`src/rtl/ssp_regs_pkg.sv`:
```
// Package: shared offsets, interrupt bit positions and identification bytes
// for the serial port register file. Assumes a 12-bit byte address.
package ssp_regs_pkg;

    localparam int ADDR_W = 12;
    localparam int BUS_W  = 32;
    localparam int CR0_W  = 16;
    localparam int CR1_W  = 4;
    localparam int PRE_W  = 8;
    localparam int IRQ_N  = 4;

    // Word offsets (byte address bits 11:2)
    localparam logic [ADDR_W-3:0] W_FRAME = 10'h000;
    localparam logic [ADDR_W-3:0] W_CTRL  = 10'h001;
    localparam logic [ADDR_W-3:0] W_DATA  = 10'h002;
    localparam logic [ADDR_W-3:0] W_STAT  = 10'h003;
    localparam logic [ADDR_W-3:0] W_PRE   = 10'h004;
    localparam logic [ADDR_W-3:0] W_MASK  = 10'h005;
    localparam logic [ADDR_W-3:0] W_RAW   = 10'h006;
    localparam logic [ADDR_W-3:0] W_MIS   = 10'h007;
    localparam logic [ADDR_W-3:0] W_CLR   = 10'h008;
    localparam logic [ADDR_W-3:0] W_DMA   = 10'h009;

    // Interrupt source positions
    localparam int IRQ_OVR = 0;
    localparam int IRQ_TMO = 1;
    localparam int IRQ_RXL = 2;
    localparam int IRQ_TXL = 3;

    // Identification byte for word index 0..7 of the top area
    function automatic logic [7:0] id_byte(input logic [2:0] idx);
        case (idx)
            3'd0:    id_byte = 8'h22;
            3'd1:    id_byte = 8'h10;
            3'd2:    id_byte = 8'h04;
            3'd3:    id_byte = 8'h00;
            3'd4:    id_byte = 8'h0D;
            3'd5:    id_byte = 8'hF0;
            3'd6:    id_byte = 8'h05;
            default: id_byte = 8'hB1;
        endcase
    endfunction

endpackage

```
`src/rtl/ssp_fifo.sv`:
```
// Module: circular queue with occupancy count. Push when full and pop when
// empty are ignored; both may occur in one cycle. Head is combinational.
module ssp_fifo #(
    parameter int DATA_W = 16,
    parameter int DEPTH  = 8,
    localparam int PTR_W = $clog2(DEPTH),
    localparam int CNT_W = PTR_W + 1
) (
    input  logic              clk,
    input  logic              rst_n,
    input  logic              push,
    input  logic [DATA_W-1:0] din,
    input  logic              pop,
    output logic [DATA_W-1:0] head,
    output logic [CNT_W-1:0]  count,
    output logic              full,
    output logic              empty
);
    logic [DATA_W-1:0] mem [DEPTH];
    logic [PTR_W-1:0]  rd_ptr, wr_ptr;
    logic              do_push, do_pop;

    assign full    = (count == CNT_W'(DEPTH));
    assign empty   = (count == '0);
    assign do_push = push && !full;
    assign do_pop  = pop && !empty;
    assign head    = mem[rd_ptr];

    // Advance a pointer with wrap at DEPTH
    function automatic logic [PTR_W-1:0] nxt(input logic [PTR_W-1:0] p);
        nxt = (p == PTR_W'(DEPTH - 1)) ? '0 : p + 1'b1;
    endfunction

    // Storage write
    always_ff @(posedge clk) begin
        if (do_push) mem[wr_ptr] <= din;
    end

    // Pointer and occupancy update
    always_ff @(posedge clk) begin
        if (!rst_n) begin
            rd_ptr <= '0;
            wr_ptr <= '0;
            count  <= '0;
        end else begin
            if (do_push) wr_ptr <= nxt(wr_ptr);
            if (do_pop)  rd_ptr <= nxt(rd_ptr);
            case ({do_push, do_pop})
                2'b10:   count <= count + 1'b1;
                2'b01:   count <= count - 1'b1;
                default: count <= count;
            endcase
        end
    end
endmodule

```
`src/rtl/ssp_irq.sv`:
```
// Module: interrupt sources. Overrun and timeout are sticky, set by engine
// pulses and cleared by write-one-to-clear (set wins). Receive and transmit
// level bits follow the queue occupancy against half-depth thresholds.
module ssp_irq
    import ssp_regs_pkg::*;
#(
    parameter int DEPTH  = 8,
    localparam int CNT_W = $clog2(DEPTH) + 1,
    localparam int HALF  = DEPTH / 2
) (
    input  logic             clk,
    input  logic             rst_n,
    input  logic [CNT_W-1:0] tx_count,
    input  logic [CNT_W-1:0] rx_count,
    input  logic             ovr_evt,
    input  logic             tmo_evt,
    input  logic             clr_we,
    input  logic [1:0]       clr_bits,
    input  logic [IRQ_N-1:0] mask,
    output logic [IRQ_N-1:0] raw,
    output logic             irq
);
    logic ovr_q, tmo_q;

    // Sticky event bits
    always_ff @(posedge clk) begin
        if (!rst_n) begin
            ovr_q <= 1'b0;
            tmo_q <= 1'b0;
        end else begin
            if (ovr_evt)                  ovr_q <= 1'b1;
            else if (clr_we && clr_bits[0]) ovr_q <= 1'b0;
            if (tmo_evt)                  tmo_q <= 1'b1;
            else if (clr_we && clr_bits[1]) tmo_q <= 1'b0;
        end
    end

    // Raw vector assembly and masked line
    always_comb begin
        raw          = '0;
        raw[IRQ_OVR] = ovr_q;
        raw[IRQ_TMO] = tmo_q;
        raw[IRQ_RXL] = (rx_count >= CNT_W'(HALF));
        raw[IRQ_TXL] = (tx_count <= CNT_W'(HALF));
        irq          = |(raw & mask);
    end
endmodule

```
`src/rtl/ssp_regfile.sv`:
```
// Module: register file of a synchronous serial port. Word-addressed bus with
// registered read data; a data-word read pops the inbound queue on the
// strobe edge. Assumes bus_sel is a single-cycle strobe per access.
module ssp_regfile
    import ssp_regs_pkg::*;
#(
    parameter int DATA_W = 16,
    parameter int DEPTH  = 8
) (
    input  logic              clk,
    input  logic              rst_n,
    input  logic              bus_sel,
    input  logic              bus_wr,
    input  logic [11:0]       bus_addr,
    input  logic [31:0]       bus_wdata,
    output logic [31:0]       bus_rdata,
    output logic              irq,
    output logic              eng_tx_valid,
    output logic [DATA_W-1:0] eng_tx_data,
    input  logic              eng_tx_pop,
    output logic              eng_rx_ready,
    input  logic              eng_rx_push,
    input  logic [DATA_W-1:0] eng_rx_data,
    input  logic              eng_busy,
    input  logic              eng_ovr_evt,
    input  logic              eng_tmo_evt,
    output logic [DATA_W-1:0] frame_mask,
    output logic              ctl_loopback,
    output logic              ctl_enable,
    output logic              ctl_slave,
    output logic              ctl_out_dis
);
    localparam int CNT_W = $clog2(DEPTH) + 1;

    logic [CR0_W-1:0]  frame_q;
    logic [CR1_W-1:0]  ctrl_q;
    logic [PRE_W-1:0]  pre_q;
    logic [IRQ_N-1:0]  mask_q;
    logic [ADDR_W-3:0] widx;
    logic              wr_en, rd_en, id_hit;
    logic              tx_push, rx_pop;
    logic [DATA_W-1:0] tx_head, rx_head, tx_din, rx_din;
    logic [CNT_W-1:0]  tx_count, rx_count;
    logic              tx_full, tx_empty, rx_full, rx_empty;
    logic [IRQ_N-1:0]  raw;
    logic [31:0]       rd_next;

    assign widx   = bus_addr[ADDR_W-1:2];
    assign wr_en  = bus_sel && bus_wr;
    assign rd_en  = bus_sel && !bus_wr;
    assign id_hit = (bus_addr[ADDR_W-1:5] == '1);

    // Frame-width mask: bits 0..n set, n from the frame word
    always_comb begin
        for (int i = 0; i < DATA_W; i++)
            frame_mask[i] = (i <= int'(frame_q[3:0]));
    end

    assign tx_push = wr_en && (widx == W_DATA);
    assign rx_pop  = rd_en && (widx == W_DATA);
    assign tx_din  = bus_wdata[DATA_W-1:0] & frame_mask;
    assign rx_din  = eng_rx_data & frame_mask;

    ssp_fifo #(.DATA_W(DATA_W), .DEPTH(DEPTH)) u_txq (
        .clk(clk), .rst_n(rst_n), .push(tx_push), .din(tx_din),
        .pop(eng_tx_pop), .head(tx_head), .count(tx_count),
        .full(tx_full), .empty(tx_empty)
    );

    ssp_fifo #(.DATA_W(DATA_W), .DEPTH(DEPTH)) u_rxq (
        .clk(clk), .rst_n(rst_n), .push(eng_rx_push), .din(rx_din),
        .pop(rx_pop), .head(rx_head), .count(rx_count),
        .full(rx_full), .empty(rx_empty)
    );

    ssp_irq #(.DEPTH(DEPTH)) u_irq (
        .clk(clk), .rst_n(rst_n), .tx_count(tx_count), .rx_count(rx_count),
        .ovr_evt(eng_ovr_evt), .tmo_evt(eng_tmo_evt),
        .clr_we(wr_en && (widx == W_CLR)), .clr_bits(bus_wdata[1:0]),
        .mask(mask_q), .raw(raw), .irq(irq)
    );

    // Configuration register writes
    always_ff @(posedge clk) begin
        if (!rst_n) begin
            frame_q <= '0;
            ctrl_q  <= '0;
            pre_q   <= '0;
            mask_q  <= '0;
        end else if (wr_en) begin
            case (widx)
                W_FRAME: frame_q <= bus_wdata[CR0_W-1:0];
                W_CTRL:  ctrl_q  <= bus_wdata[CR1_W-1:0];
                W_PRE:   pre_q   <= bus_wdata[PRE_W-1:0];
                W_MASK:  mask_q  <= bus_wdata[IRQ_N-1:0];
                default: ;
            endcase
        end
    end

    // Read multiplexer
    always_comb begin
        rd_next = '0;
        if (id_hit) begin
            rd_next[7:0] = id_byte(bus_addr[4:2]);
        end else begin
            case (widx)
                W_FRAME: rd_next[CR0_W-1:0] = frame_q;
                W_CTRL:  rd_next[CR1_W-1:0] = ctrl_q;
                W_DATA:  rd_next[DATA_W-1:0] = rx_empty ? '0 : rx_head;
                W_STAT:  rd_next[4:0] = {eng_busy, rx_full, !rx_empty,
                                         !tx_full, tx_empty};
                W_PRE:   rd_next[PRE_W-1:0] = pre_q;
                W_MASK:  rd_next[IRQ_N-1:0] = mask_q;
                W_RAW:   rd_next[IRQ_N-1:0] = raw;
                W_MIS:   rd_next[IRQ_N-1:0] = raw & mask_q;
                default: rd_next = '0;
            endcase
        end
    end

    // Registered read data
    always_ff @(posedge clk) begin
        if (!rst_n)      bus_rdata <= '0;
        else if (rd_en)  bus_rdata <= rd_next;
    end

    assign eng_tx_valid = !tx_empty;
    assign eng_tx_data  = tx_head;
    assign eng_rx_ready = !rx_full;
    assign ctl_loopback = ctrl_q[0];
    assign ctl_enable   = ctrl_q[1];
    assign ctl_slave    = ctrl_q[2];
    assign ctl_out_dis  = ctrl_q[3];
endmodule

```
`config.mk`:
```
export PLATFORM = sky130hd
export DESIGN_NAME = ssp_regfile
export DESIGN_NICKNAME = d
export VERILOG_FILES = /design/src/rtl/ssp_regs_pkg.sv /design/src/rtl/ssp_fifo.sv /design/src/rtl/ssp_irq.sv /design/src/rtl/ssp_regfile.sv
export SDC_FILE = /design/constraint.sdc
export NUM_CORES = 1
export LEC_CHECK = 0
export BUFFER_PORTS_ARGS = -buffer_cell sky130_fd_sc_hd__buf_4
export CAP_MARGIN = 20
export CORE_MARGIN = 2
export CORE_UTILIZATION = 50
export DETAILED_ROUTE_END_ITERATION = 10
export PLACE_DENSITY = 0.75
export SLEW_MARGIN = 10
export SYNTH_ARGS = -nofsm -noshare
export SYNTH_HDL_FRONTEND = slang
export SYNTH_SLANG_ARGS = --single-unit
```
`constraint.sdc`:
```
create_clock -name clk -period 5.5 [get_ports clk]
set_input_delay 1.1 -clock clk [delete_from_list [all_inputs] [get_ports clk]]
set_output_delay 1.1 -clock clk [all_outputs]
set_load 0.02 [all_outputs]
```
-- Yosys cells after proc, flatten, opt, wreduce, memory -nomap -nowiden
Memories as Yosys holds them, arrays and structs flattened. A register that Yosys moved wholly into a read port is not among the register bits.
Cells that the tools add are included.
- add/sub/neg operators: 8
- $lt $le $gt $ge: 17
- equality and inequality tests: 25
- mux-type cells: 26
- bitwise operators: 3
- reductions and logical operators: 29
- operators by type and width (operator ; number):
    $pmux W8 S7 ; 1
    $eq A10 B3 Y1 const B ; 4
    $and A16 B16 Y16 ; 2
    $le A4 B4 Y1 const A ; 8
    $pmux W4 S8 ; 1
    $mux W3 ; 8
    $eq A3 B3 Y1 const B ; 7
    $eq A10 B2 Y1 const B ; 2
    $le A3 B4 Y1 const A ; 4
    $mux W16 ; 1
    $mux W8 ; 2
    $pmux W4 S2 ; 2
    $pmux W8 S2 ; 1
    $add A3 B1 Y3 const B ; 4
    $logic_and A1 B1 Y1 ; 11
    $eq A10 B1 Y1 const B ; 1
    $eq A10 B4 Y1 const B ; 1
    $logic_not A10 Y1 ; 1
    $pmux W3 S3 ; 1
    $add A4 B1 Y4 const B ; 2
    $eq A4 B4 Y1 const B ; 2
    $le A2 B4 Y1 const A ; 2
    $logic_not A4 Y1 ; 2
    $mux W1 ; 8
    other kinds (16) ; 30
- flip-flop bits (word level): 86
- bits in writable memories: 256
- input bits: 69
- word-level logic and storage cells: 123
- memories kept: 2
- memories (memory ; depth ; width ; rd ports ; clocked after Yosys merged registers in ; write ports ; line ; source):
    u_rxq.mem ; 8 ; 16 ; 1 ; 1 ; 1 ; ssp_fifo.sv:19 ; logic [DATA_W-1:0] mem [DEPTH];
    u_txq.mem ; 8 ; 16 ; 1 ; 1 ; 1 ; ssp_fifo.sv:19 ;

-- Logic depth before layout (Yosys ltp)
Gate-level depths: netlist of the first run.
- word-level depth: 6
- gate-level depth with buffers: 13
- mapped depth without buffers: 11

-- Hierarchy
Synthesis of the first run repeated with hierarchy kept, for this count alone.
- cell total of the unflattened synthesis: 876
- area total of the unflattened synthesis: 13988.4 um^2
- modules (own cells, without submodules) (module ; times used ; cells an instance ; area each (um^2) ; seq. area each (um^2)):
    ssp_fifo ; 2 ; 263 ; 5506.5 ; 4103.9
    ssp_regfile ; 1 ; 335 ; 2847.7 ; 960.9
    ssp_irq ; 1 ; 15 ; 127.6 ; 40.0

-- Worst setup path after synthesis of the first run
OpenSTA, ideal clock, no wires.
- path kind: input port to flip-flop
- start: in bus_addr[8]
- end: mem u_txq.mem[0][0], enable pin
- setup time: 430 ps
- data arrival time: 3894 ps
- path slack: 1175 ps
- cell stages on the path: 5
- buffers on the path: 1
- cells stage by stage: or4_4 buf_6 nor2_1 nand3_2 nor4_1
- word-level cells in the longest chain between the ends: 5
- RTL lines (item ; line ; source):
    start, declared ; ssp_regfile.sv:14 ; input logic [11:0] bus_addr,
    $eq A10 B2 Y1 ; ssp_regfile.sv:59 ; assign tx_push = wr_en && (widx == W_DATA);
    $logic_and A1 B1 Y1 ; ssp_regfile.sv:59 ;
    $logic_and A1 B1 Y1 ; ssp_fifo.sv:25 ; assign do_push = push && !full;
    $mux W1 ; ssp_fifo.sv:36 ; if (do_push) mem[wr_ptr] <= din;
    $mux W1 (implied by the code) ; ssp_fifo.sv:36 ;
    end, declared ; ssp_fifo.sv:19 ;
No other way between the ends.

-- Worst setup path after layout of the first run
- start: in bus_addr[8]
- end: reg u_rxq.count[2]
- word-level cells in the longest chain between the ends: 5
- elaborated cells between the ends (all ways): 7
- classes of those cells: eq/ne: 3; mux: 1; reduce/logical: 3
- RTL lines (item ; line ; source):
    $eq A10 B2 Y1 * ; ssp_regfile.sv:60 ; assign rx_pop = rd_en && (widx == W_DATA);
    $logic_and A1 B1 Y1 * ; ssp_regfile.sv:60 ;
    $logic_and A1 B1 Y1 * ; ssp_fifo.sv:26 ; assign do_pop = pop && !empty;
    $eq A2 B1 Y1 or $eq A2 B2 Y1 (tied branches) ; ssp_fifo.sv:48 ; case ({do_push, do_pop})
    $pmux W4 S2 or $reduce_bool A2 Y1 (tied branches) ; n/a ;
    end signal, assigned ; ssp_fifo.sv:49 ; 2'b10: count <= count + 1'b1;
    end signal, assigned ; ssp_fifo.sv:50 ; 2'b01: count <= count - 1'b1;
    end signal, assigned ; ssp_fifo.sv:51 ; default: count <= count;
    end, declared ; ssp_fifo.sv:15 ; output logic [CNT_W-1:0] count,
Every way passes the cells marked *; elsewhere a longest branch is shown, timed or not.
A chain may end at the register's enable or synchronous reset.

==> impl_metrics.ini, run 1 <==
[final_layout]
area_growth_pct = 17.0
nets = 1095
drive_gt1_share_pct = 27.5
fin_util_pct = 59.0
diodes = 0

[die]
dieHeight_um = 171
dieArea_mm2 = 0.0291
rows = 61
coreArea_mm2 = 0.0276
initial_core_util_pct = 50.4
die_w_um = 171
pin_count = 140

[clock_tree]
clock_latency_ps = 510
numCtsBuffers = 34
root_buffer = clkbuf_16
path_clk_slew_ps = 60
cts.repair.resized = 0
post_cts_buffers = 0
clock_path_buffers = 3
h-tree-depth = 2
ctsHoldBuffers = 0
cts_tree = done
cts_num_sinks = 332

[global_route]
grt-busiest-layer = met2
met3_usage_pct = 3.38
antenna_found_initial = 1
grt_pass1_vias = 7952
overflow = 0
grtUsageMet2_pct = 35.6
grt_max_degree = 73
met1_usage_pct = 29.1
grt_pass1_wl_um = 46500
grt_usage_pct = 21.4

[flow_run]
max_cap_violations = 0

[synth]
synth_top_area_share_pct = 55.4
postSynth.asyncResetShare_pct = 0
yosysSeqAreaShare_pct = 66.3
syn_inst = 899
synth_edf_count = 256
yosysWarnings = 0
synth_top_area_cell = edfxtp_1
synth-seq-cells = 332
synth_most_common_cell = edfxtp_1
synthFlopType = edfxtp_1
netlist_area_mm2 = 0.0139
synth.area.top_cells = edfxtp_1 55%, dfxtp_1 11%, mux4_2 10%
synth_cell_types = 60
synthTopCellsByCount = 256 x edfxtp_1, 76 x dfxtp_1, 73 x nand2_1
avgSynthCellArea_um2 = 15.4

[worst_hold_path]
hold-path-cell-count = 2
min-delay-start = frame_q[15]$_SDFFE_PN0P_
worstHoldEndpoint = frame_q[15]$_SDFFE_PN0P_
hold_class = register to register

[critical_path]
rr_endpoint = u_rxq.count[2]$_SDFFE_PN0P_
crit_path_start_kind = primary input
worstPathArrival_ps = 4290
cp_max_fo = 13
timing.rr.start = u_rxq.count[1]$_SDFFE_PN0P_
path_class = primary input to register
reg2reg_slack_ps = 2230
worstPathRequired_ps = 5930
critPathCaptureType = register
reg2reg_depth = 11

[timing]
period_needed_ps = 3860
worst_pin_slew_ps = 977
finalCritPeriodShare_pct = 70.1
finalSetupViolCount = 0
rsz0062_at_grt = false
slew_headroom_pct = 34.9
fin_tns_setup_ps = 0
max_freq_ghz = 0.259
finClkSkew_ps = 11.6
final_max_slew_viol_count = 0
finalHoldViolations = 0
timing.final.ws_setup_ps = 1640

[route]
wl_per_cell_um = 21.7
drt-total-wl_um = 30700
drc_errors = 0
vias = 8062
drt_iter0_markers = 787
dr.pass1.iters = 5
ant_nets = 0
vias_per_cell = 5.70

[outcome]
status = finished clean

[place]
place_ws_ps = 1150
io_buffers = 104
place.gp.congestion = 0.864
post-dp-hpwl_um = 19400

[power]
p_leak_nw = 5.90
powerDensity_mw_per_mm2 = 321
vdd_drop_max_v = 0.000236
## how the worst max path moves through the flow
stage	start	endpoint	cells after the start
after floorplan	bus_addr[8]	u_txq.mem[0][0]$_DFFE_PP_	5
after detailed placement	bus_addr[8]	u_rxq.count[2]$_SDFFE_PN0P_	12
after global routing	bus_addr[8]	u_rxq.count[2]$_SDFFE_PN0P_	12
after CTS	bus_addr[8]	u_rxq.count[2]$_SDFFE_PN0P_	12
final	bus_addr[8]	u_rxq.count[2]$_SDFFE_PN0P_	12
after global placement	bus_addr[8]	u_rxq.count[2]$_SDFFE_PN0P_	12
## sequential cells by signal (all words and copies together) (netlist names), 3 cells and up, named ones only
| register | flops |
|---|---|
| u_txq.wr_ptr | 3 |
| frame_q | 16 |
| u_txq.count | 4 |
| pre_q | 8 |
| u_txq.rd_ptr | 3 |
| u_rxq.count | 4 |
| u_rxq.rd_ptr | 3 |
| mask_q | 4 |
| u_txq.mem | 128 |
| ctrl_q | 4 |
| u_rxq.wr_ptr | 3 |
| bus_rdata | 16 |
| u_rxq.mem | 128 |
## worst max-delay path: stages
cell	delay (ps)
buf_4	120
or4_4	580
nor4_4	570
nand2_1	430
inv_1	180
ha_1	260
xor2_1	170
ha_1	160
a21oi_1	50
xor2_1	160
or3_1	320
a21boi_0	180
## area by class of cell
cell class / count / area [um^2]
clock buffers: 49 / 938
well taps: 378 / 473
multi-input cells: 507 / 4440
inverters: 11 / 41.3
fillers: 2067 / 11300
clock inverters: 11 / 199
repair buffers: 126 / 946
flip-flops and latches: 332 / 9210
## per-stage QoR
step	hold slack (ps)	power [W]	cells	instance area [um^2]
detailed placement	462	0.00292	1354	15100
global placement	455	0.00292	1354	15100
CTS	471	0.00525	1414	16200
global route	483	0.00536	1414	16200
finish	471	0.00521	1414	16200
floorplan	444	0.00285	914	13900
## where the power goes
| group | total [W] | internal, W | switching [W] | leakage, nW |
|---|---|---|---|---|
| clock | 0.00234 | 0.00143 | 0.000913 | 0.546 |
| combinational | 0.000162 | 0.0000677 | 0.0000939 | 2.16 |
| sequential | 0.00270 | 0.00269 | 0.0000132 | 3.19 |
## routing by layer
| metal | up-vias | part of all wire [%] |
|---|---|---|
| li1 | 3646 | - |
| met1 | 4037 | 41 |
| met2 | 321 | 50 |
| met3 | 58 | 7.1 |
| met4 | 0 | 2.6 |
| met5 | - | 0 |
## cell usage in the layout (no fill, tap or decap), types with 8 or more instances in the layout
master,count
clkbuf_1,13
edfxtp_1,256
mux2i_1,36
o22ai_1,9
a21oi_1,25
a21boi_0,23
or3_1,8
ha_1,14
mux4_2,64
nand2_1,73
mux2_2,22
o21ai_0,15
conb_1,17
inv_1,11
buf_4,126
nand3_1,15
clkbuf_16,35
nor3_1,8
dfxtp_1,73
nor2_1,23
nor2b_1,40
and2_1,29
## cell families (layout without fill, tap and decap cells)
group | after synthesis | in the layout | share of synthesized area (%)
xor gates and xnor gates | 7 | 7 | 0.441
DFF | 332 | 332 | 66.3
muxes | 122 | 122 | 14.8
other | 2 | 17 | 0.0541
and+or+nand+nor | 243 | 243 | 9.56
adders and majority gates | 14 | 14 | 1.26
buffers and inverters | 75 | 197 | 2.66
AOI/OAI and AO/OA | 104 | 104 | 4.96
Power figures use the tool's default switching activity.
==> run 2, diff against run 1 <==
==> constraint.sdc (replaced) <==
create_clock -name clk -period 3.9 [get_ports clk]
set_input_delay 0.78 -clock clk [delete_from_list [all_inputs] [get_ports clk]]
set_output_delay 0.78 -clock clk [all_outputs]
set_load 0.02 [all_outputs]
==> run 2 against run 1 <==
Effect of this change: total power increased by 42%; utilization up 0.38 points; first-iteration DRC count rose by 3.7%; worst setup slack worse by 1000 ps; count of clock-buffer cells in the layout down 5; combinational power up 43%; cell count is 0.71% higher; global-route usage increased by 0.53 points; clock skew hardly changed; die area is the same; register-to-register slack worse by 1300 ps; design area is 0.65% higher.
==> impl_metrics.ini, run 2 (synthesis gave the netlist of run 1 again) <==
[power]
p_leak_nw = 5.97
powerDensity_mw_per_mm2 = 453
vdd_drop_max_v = 0.000462

[clock_tree]
cts.repair.resized = 0
root_buffer = clkbuf_16
cts_num_sinks = 332
clock_latency_ps = 510
path_clk_slew_ps = 60
cts_tree = done
clock_path_buffers = 3
numCtsBuffers = 35
post_cts_buffers = 0
ctsHoldBuffers = 0
h-tree-depth = 2

[route]
drc_errors = 0
drt_iter0_markers = 816
wl_per_cell_um = 22.2
vias = 8163
drt-total-wl_um = 31600
vias_per_cell = 5.73
ant_nets = 0
dr.pass1.iters = 5

[place]
place.gp.congestion = 0.872
place_inst = 1364
place_ws_ps = 562
post-dp-hpwl_um = 20000
io_buffers = 104

[global_route]
grt_max_degree = 73
grt_pass1_vias = 7984
grt_pass1_wl_um = 47600
grt_usage_pct = 21.9
overflow = 0
antenna_found_initial = 0

[final_layout]
most-common-layout-cells = 256 x edfxtp_1, 136 x buf_4, 74 x dfxtp_1
diodes = 0
final_common_cell = edfxtp_1
area_growth_pct = 17.7
reg_top3 = u_rxq.mem x128, u_txq.mem x128
filler_cell_count = 2085
fin_util_pct = 59.4
nets = 1106
drive_gt1_share_pct = 28.6
fin_cells = 1424

[worst_hold_path]
worstHoldEndpoint = frame_q[6]$_SDFFE_PN0P_
hold_class = register to register
min-delay-start = frame_q[6]$_SDFFE_PN0P_
hold-path-cell-count = 2

[die]
rows = 61
dieArea_mm2 = 0.0291
dieHeight_um = 171
coreArea_mm2 = 0.0276
initial_core_util_pct = 50.4
pin_count = 140
die_w_um = 171

[timing]
finalSetupViolCount = 0
period_needed_ps = 3300
finalHoldViolations = 0
worst_pin_slew_ps = 1040
timing.final.ws_setup_ps = 601
finClkSkew_ps = 11.2
final_max_slew_viol_count = 0
hold-worst-slack_ps = 471
max_freq_ghz = 0.303
fin_tns_setup_ps = 0
slew_headroom_pct = 30.3
rsz0062_at_grt = false
finalCritPeriodShare_pct = 84.6

[critical_path]
crit_family = multiplexers
reg2reg_slack_ps = 920
cp_max_fo = 18
path_class = register to output pin
worstPathArrival_ps = 2520
crit_path_start_kind = register
max_stage_delay_ps = 720
timing.critical_path.buf_inv = 2
critPathMostFrequentCell = buf_4
worstPathRequired_ps = 3120
crit_path_cell_trace = buf_4 > mux4_2 > mux2_2 > buf_4
slowest_stage = dfxtp_2
rr_endpoint = u_rxq.count[2]$_SDFFE_PN0P_
timing.rr.start = u_rxq.count[0]$_SDFFE_PN0P_
reg2reg_depth = 9
critPathCaptureType = output pin

[outcome]
status = finished clean

[flow_run]
max_cap_violations = 0
run 2: worst max path at each step:
stage | startpoint | to | slack, ps | cells after the start
floorplan | bus_addr[8] | u_txq.mem[2][0]$_DFFE_PP_ | 300 | 5
global placement | bus_addr[8] | u_rxq.count[2]$_SDFFE_PN0P_ | 630 | 12
detailed placement | bus_addr[4] | u_txq.count[2]$_SDFFE_PN0P_ | 560 | 11
CTS | register | eng_tx_data[3] | 530 | 4
global route | register | eng_tx_data[0] | 440 | 4
finish | register | eng_tx_data[3] | 600 | 4
run 2: area by class of cell:
type | instances | area [um^2] | area share [%]
multi-input combinational | 507 | 4440 | 27.2
clock inverter | 16 | 183 | 1.12
tap | 378 | 473 | 2.89
timing repair buffer | 136 | 1020 | 6.24
inverter | 11 | 41.3 | 0.252
clock buffer | 44 | 983 | 6.01
sequential | 332 | 9210 | 56.3
run 2: per-layer routing:
layer	vias to the layer above	GRT usage [%]	routed length (um)
met3	74	3.54	2050
li1	3664	-	-
met4	0	7.66	1060
met1	4086	28.8	12800
met5	-	0	0
met2	339	37.2	15700
run 2: worst register-to-register path, cell delays in order (launching register included):
cell,delay [ps]
dfxtp_1,360
or4b_2,790
nand2_1,390
ha_1,330
xor2_1,190
ha_1,180
a21oi_1,50
xor2_1,160
or3_1,300
a21boi_0,160
run 2: per-stage QoR:
step | total power [W] | area [um^2]
finish | 0.00741 | 16400
global route | 0.00761 | 16400
CTS | 0.00746 | 16400
detailed placement | 0.00412 | 15200
global placement | 0.00411 | 15200
floorplan | 0.00402 | 14000
run 2: power by group:
| part | leakage, nW | switching (W) | internal, W |
|---|---|---|---|
| clock network | 0.566 | 0.00132 | 0.00205 |
| logic | 2.21 | 0.000134 | 0.0000971 |
| registers | 3.19 | 0.0000193 | 0.00379 |
| total | 5.97 | 0.00147 | 0.00594 |
==> run 3, diff against run 2 <==
--- a/config.mk
+++ b/config.mk
@@ -10,7 +10,7 @@
 export CORE_MARGIN = 2
 export CORE_UTILIZATION = 50
 export DETAILED_ROUTE_END_ITERATION = 10
-export PLACE_DENSITY = 0.75
+export PLACE_DENSITY = 0.78
 export SLEW_MARGIN = 10
 export SYNTH_ARGS = -nofsm -noshare
 export SYNTH_HDL_FRONTEND = slang
==> constraint.sdc (replaced) <==
create_clock -name clk -period 2.7 [get_ports clk]
set_input_delay 0.54 -clock clk [delete_from_list [all_inputs] [get_ports clk]]
set_output_delay 0.54 -clock clk [all_outputs]
set_load 0.02 [all_outputs]
==> run 3 against run 2 <==
Effect of this change: flip-flop and latch count unchanged; cell count increased by 2.7%; worst setup slack got worse by 590 ps; via count increased by 2.6%; utilization increased by 2.1 points; critical path depth unchanged; largest cell class unchanged.
==> impl_metrics.ini, run 3 (synthesis gave the netlist of run 1 again) <==
[outcome]
status = finished clean

[clock_tree]
clock_latency_ps = 580
post_cts_buffers = 0
cts_tree = done
path_clk_slew_ps = 60
root_buffer = clkbuf_16
cts_num_sinks = 332
h-tree-depth = 1
numCtsBuffers = 31
clock_path_buffers = 3

[place]
post-dp-hpwl_um = 20500
placed_area_mm2 = 0.0157
place.gp.congestion = 0.875
io_buffers = 104
place_ws_ps = -247

[route]
drt-total-wl_um = 31800
dr.pass1.iters = 5
vias = 8375
ant_nets = 0
drt_iter0_markers = 762
drc_errors = 0
wl_per_cell_um = 21.7
vias_per_cell = 5.72

[critical_path]
cp_max_fo = 16
critPathCaptureType = output pin
worstPathArrival_ps = 2150
timing.rr.start = u_rxq.count[0]$_SDFFE_PN0P_
path_class = register to output pin
worstPathRequired_ps = 2160
crit_path_start_kind = register

[final_layout]
most-common-layout-cells = 256 x edfxtp_1, 148 x buf_4, 75 x dfxtp_1
fin_util_pct = 61.5
final_area_mm2 = 0.0169
seq_area_mm2 = 0.00921
multiInputGateArea_mm2 = 0.00459
drive_gt1_share_pct = 32.2
filler_cell_count = 1970
area_growth_pct = 22.0
diodes = 0
nets = 1143
reg_top3 = u_rxq.mem x128, u_txq.mem x128
final_common_cell = edfxtp_1

[die]
rows = 61
die_w_um = 171
initial_core_util_pct = 50.4
dieArea_mm2 = 0.0291
pin_count = 140
coreArea_mm2 = 0.0276
dieHeight_um = 171

[flow_run]
max_cap_violations = 0

[power]
p_leak_nw = 6.19
powerDensity_mw_per_mm2 = 613
vdd_drop_max_v = 0.000462
finalPower_w = 0.0104

[worst_hold_path]
hold_class = primary input to register
min-delay-start = eng_tmo_evt

[global_route]
grt_max_degree = 73
grt_usage_pct = 22.1
overflow = 0
antenna_found_initial = 1
grt_pass1_wl_um = 47800
grt_pass1_vias = 8141

[timing]
rsz0062_at_grt = true
max_freq_ghz = 0.372
slew_headroom_pct = 27.6
finalCritPeriodShare_pct = 99.5
period_needed_ps = 2690
finalSetupViolCount = 0
worst_pin_slew_ps = 1080
finClkSkew_ps = 20.5
finalHoldViolations = 0
timing.final.ws_setup_ps = 13.9
final_max_slew_viol_count = 0
## run 3: final timing paths
| kind | end | slack [ps] | cells after the start |
|---|---|---|---|
| hold reg to reg | frame_q[12]$_SDFFE_PN0P_ | 480 | 2 |
| hold / removal | u_irq.tmo_q$_SDFFE_PN0P_ | 200 | 3 |
| setup / recovery | eng_tx_data[13] | 10 | 4 |
| setup reg to reg | u_rxq.count[2]$_SDFFE_PN0P_ | 180 | 8 |
## run 3: repair_timing
item                                    CTS  global route
hold buffers                              0             0
cloned                                    2             0
endpoints found under the hold margin     0             0
endpoints found under the setup margin   16            19
resized for setup                        19            16
## run 3: report_power, final
group          total [W]  internal, W  switching [W]  leakage, nW
clock            0.00451      0.00263        0.00189        0.519
sequential       0.00550      0.00548      0.0000252         3.19
combinational   0.000360     0.000159       0.000201         2.48
total             0.0104      0.00826        0.00211         6.19
## run 3: per-layer routing
metal | up-vias | routed length, um | global-route usage (%)
met4 | 2 | 764 | 6.35
met2 | 357 | 15900 | 37.6
li1 | 3748 | - | -
met5 | - | 8 | 0
met1 | 4210 | 12500 | 29.5
met3 | 58 | 2640 | 3.49
## run 3: worst max-delay path: stages (launching register included)
cell and delay (ps):
dfxtp_4 440, buf_16 200, mux4_2 520, mux2_2 280, buf_6 130
## run 3: final cells by class
cell class	instances	share of cell area [%]
timing repair buffer	177	9.19
clock inverter	15	1.20
clock buffer	43	5.08
tap	378	2.79
sequential	332	54.4
inverter	11	0.258
multi-input combinational	507	27.1
## run 3: stage by stage
step	instances	hold slack (ps)	TNS, ps
finish	1463	199	0
global route	1463	196	-505
CTS	1463	187	-37.0
detailed placement	1403	467	-589
global placement	1403	456	-406
floorplan	914	444	-6750
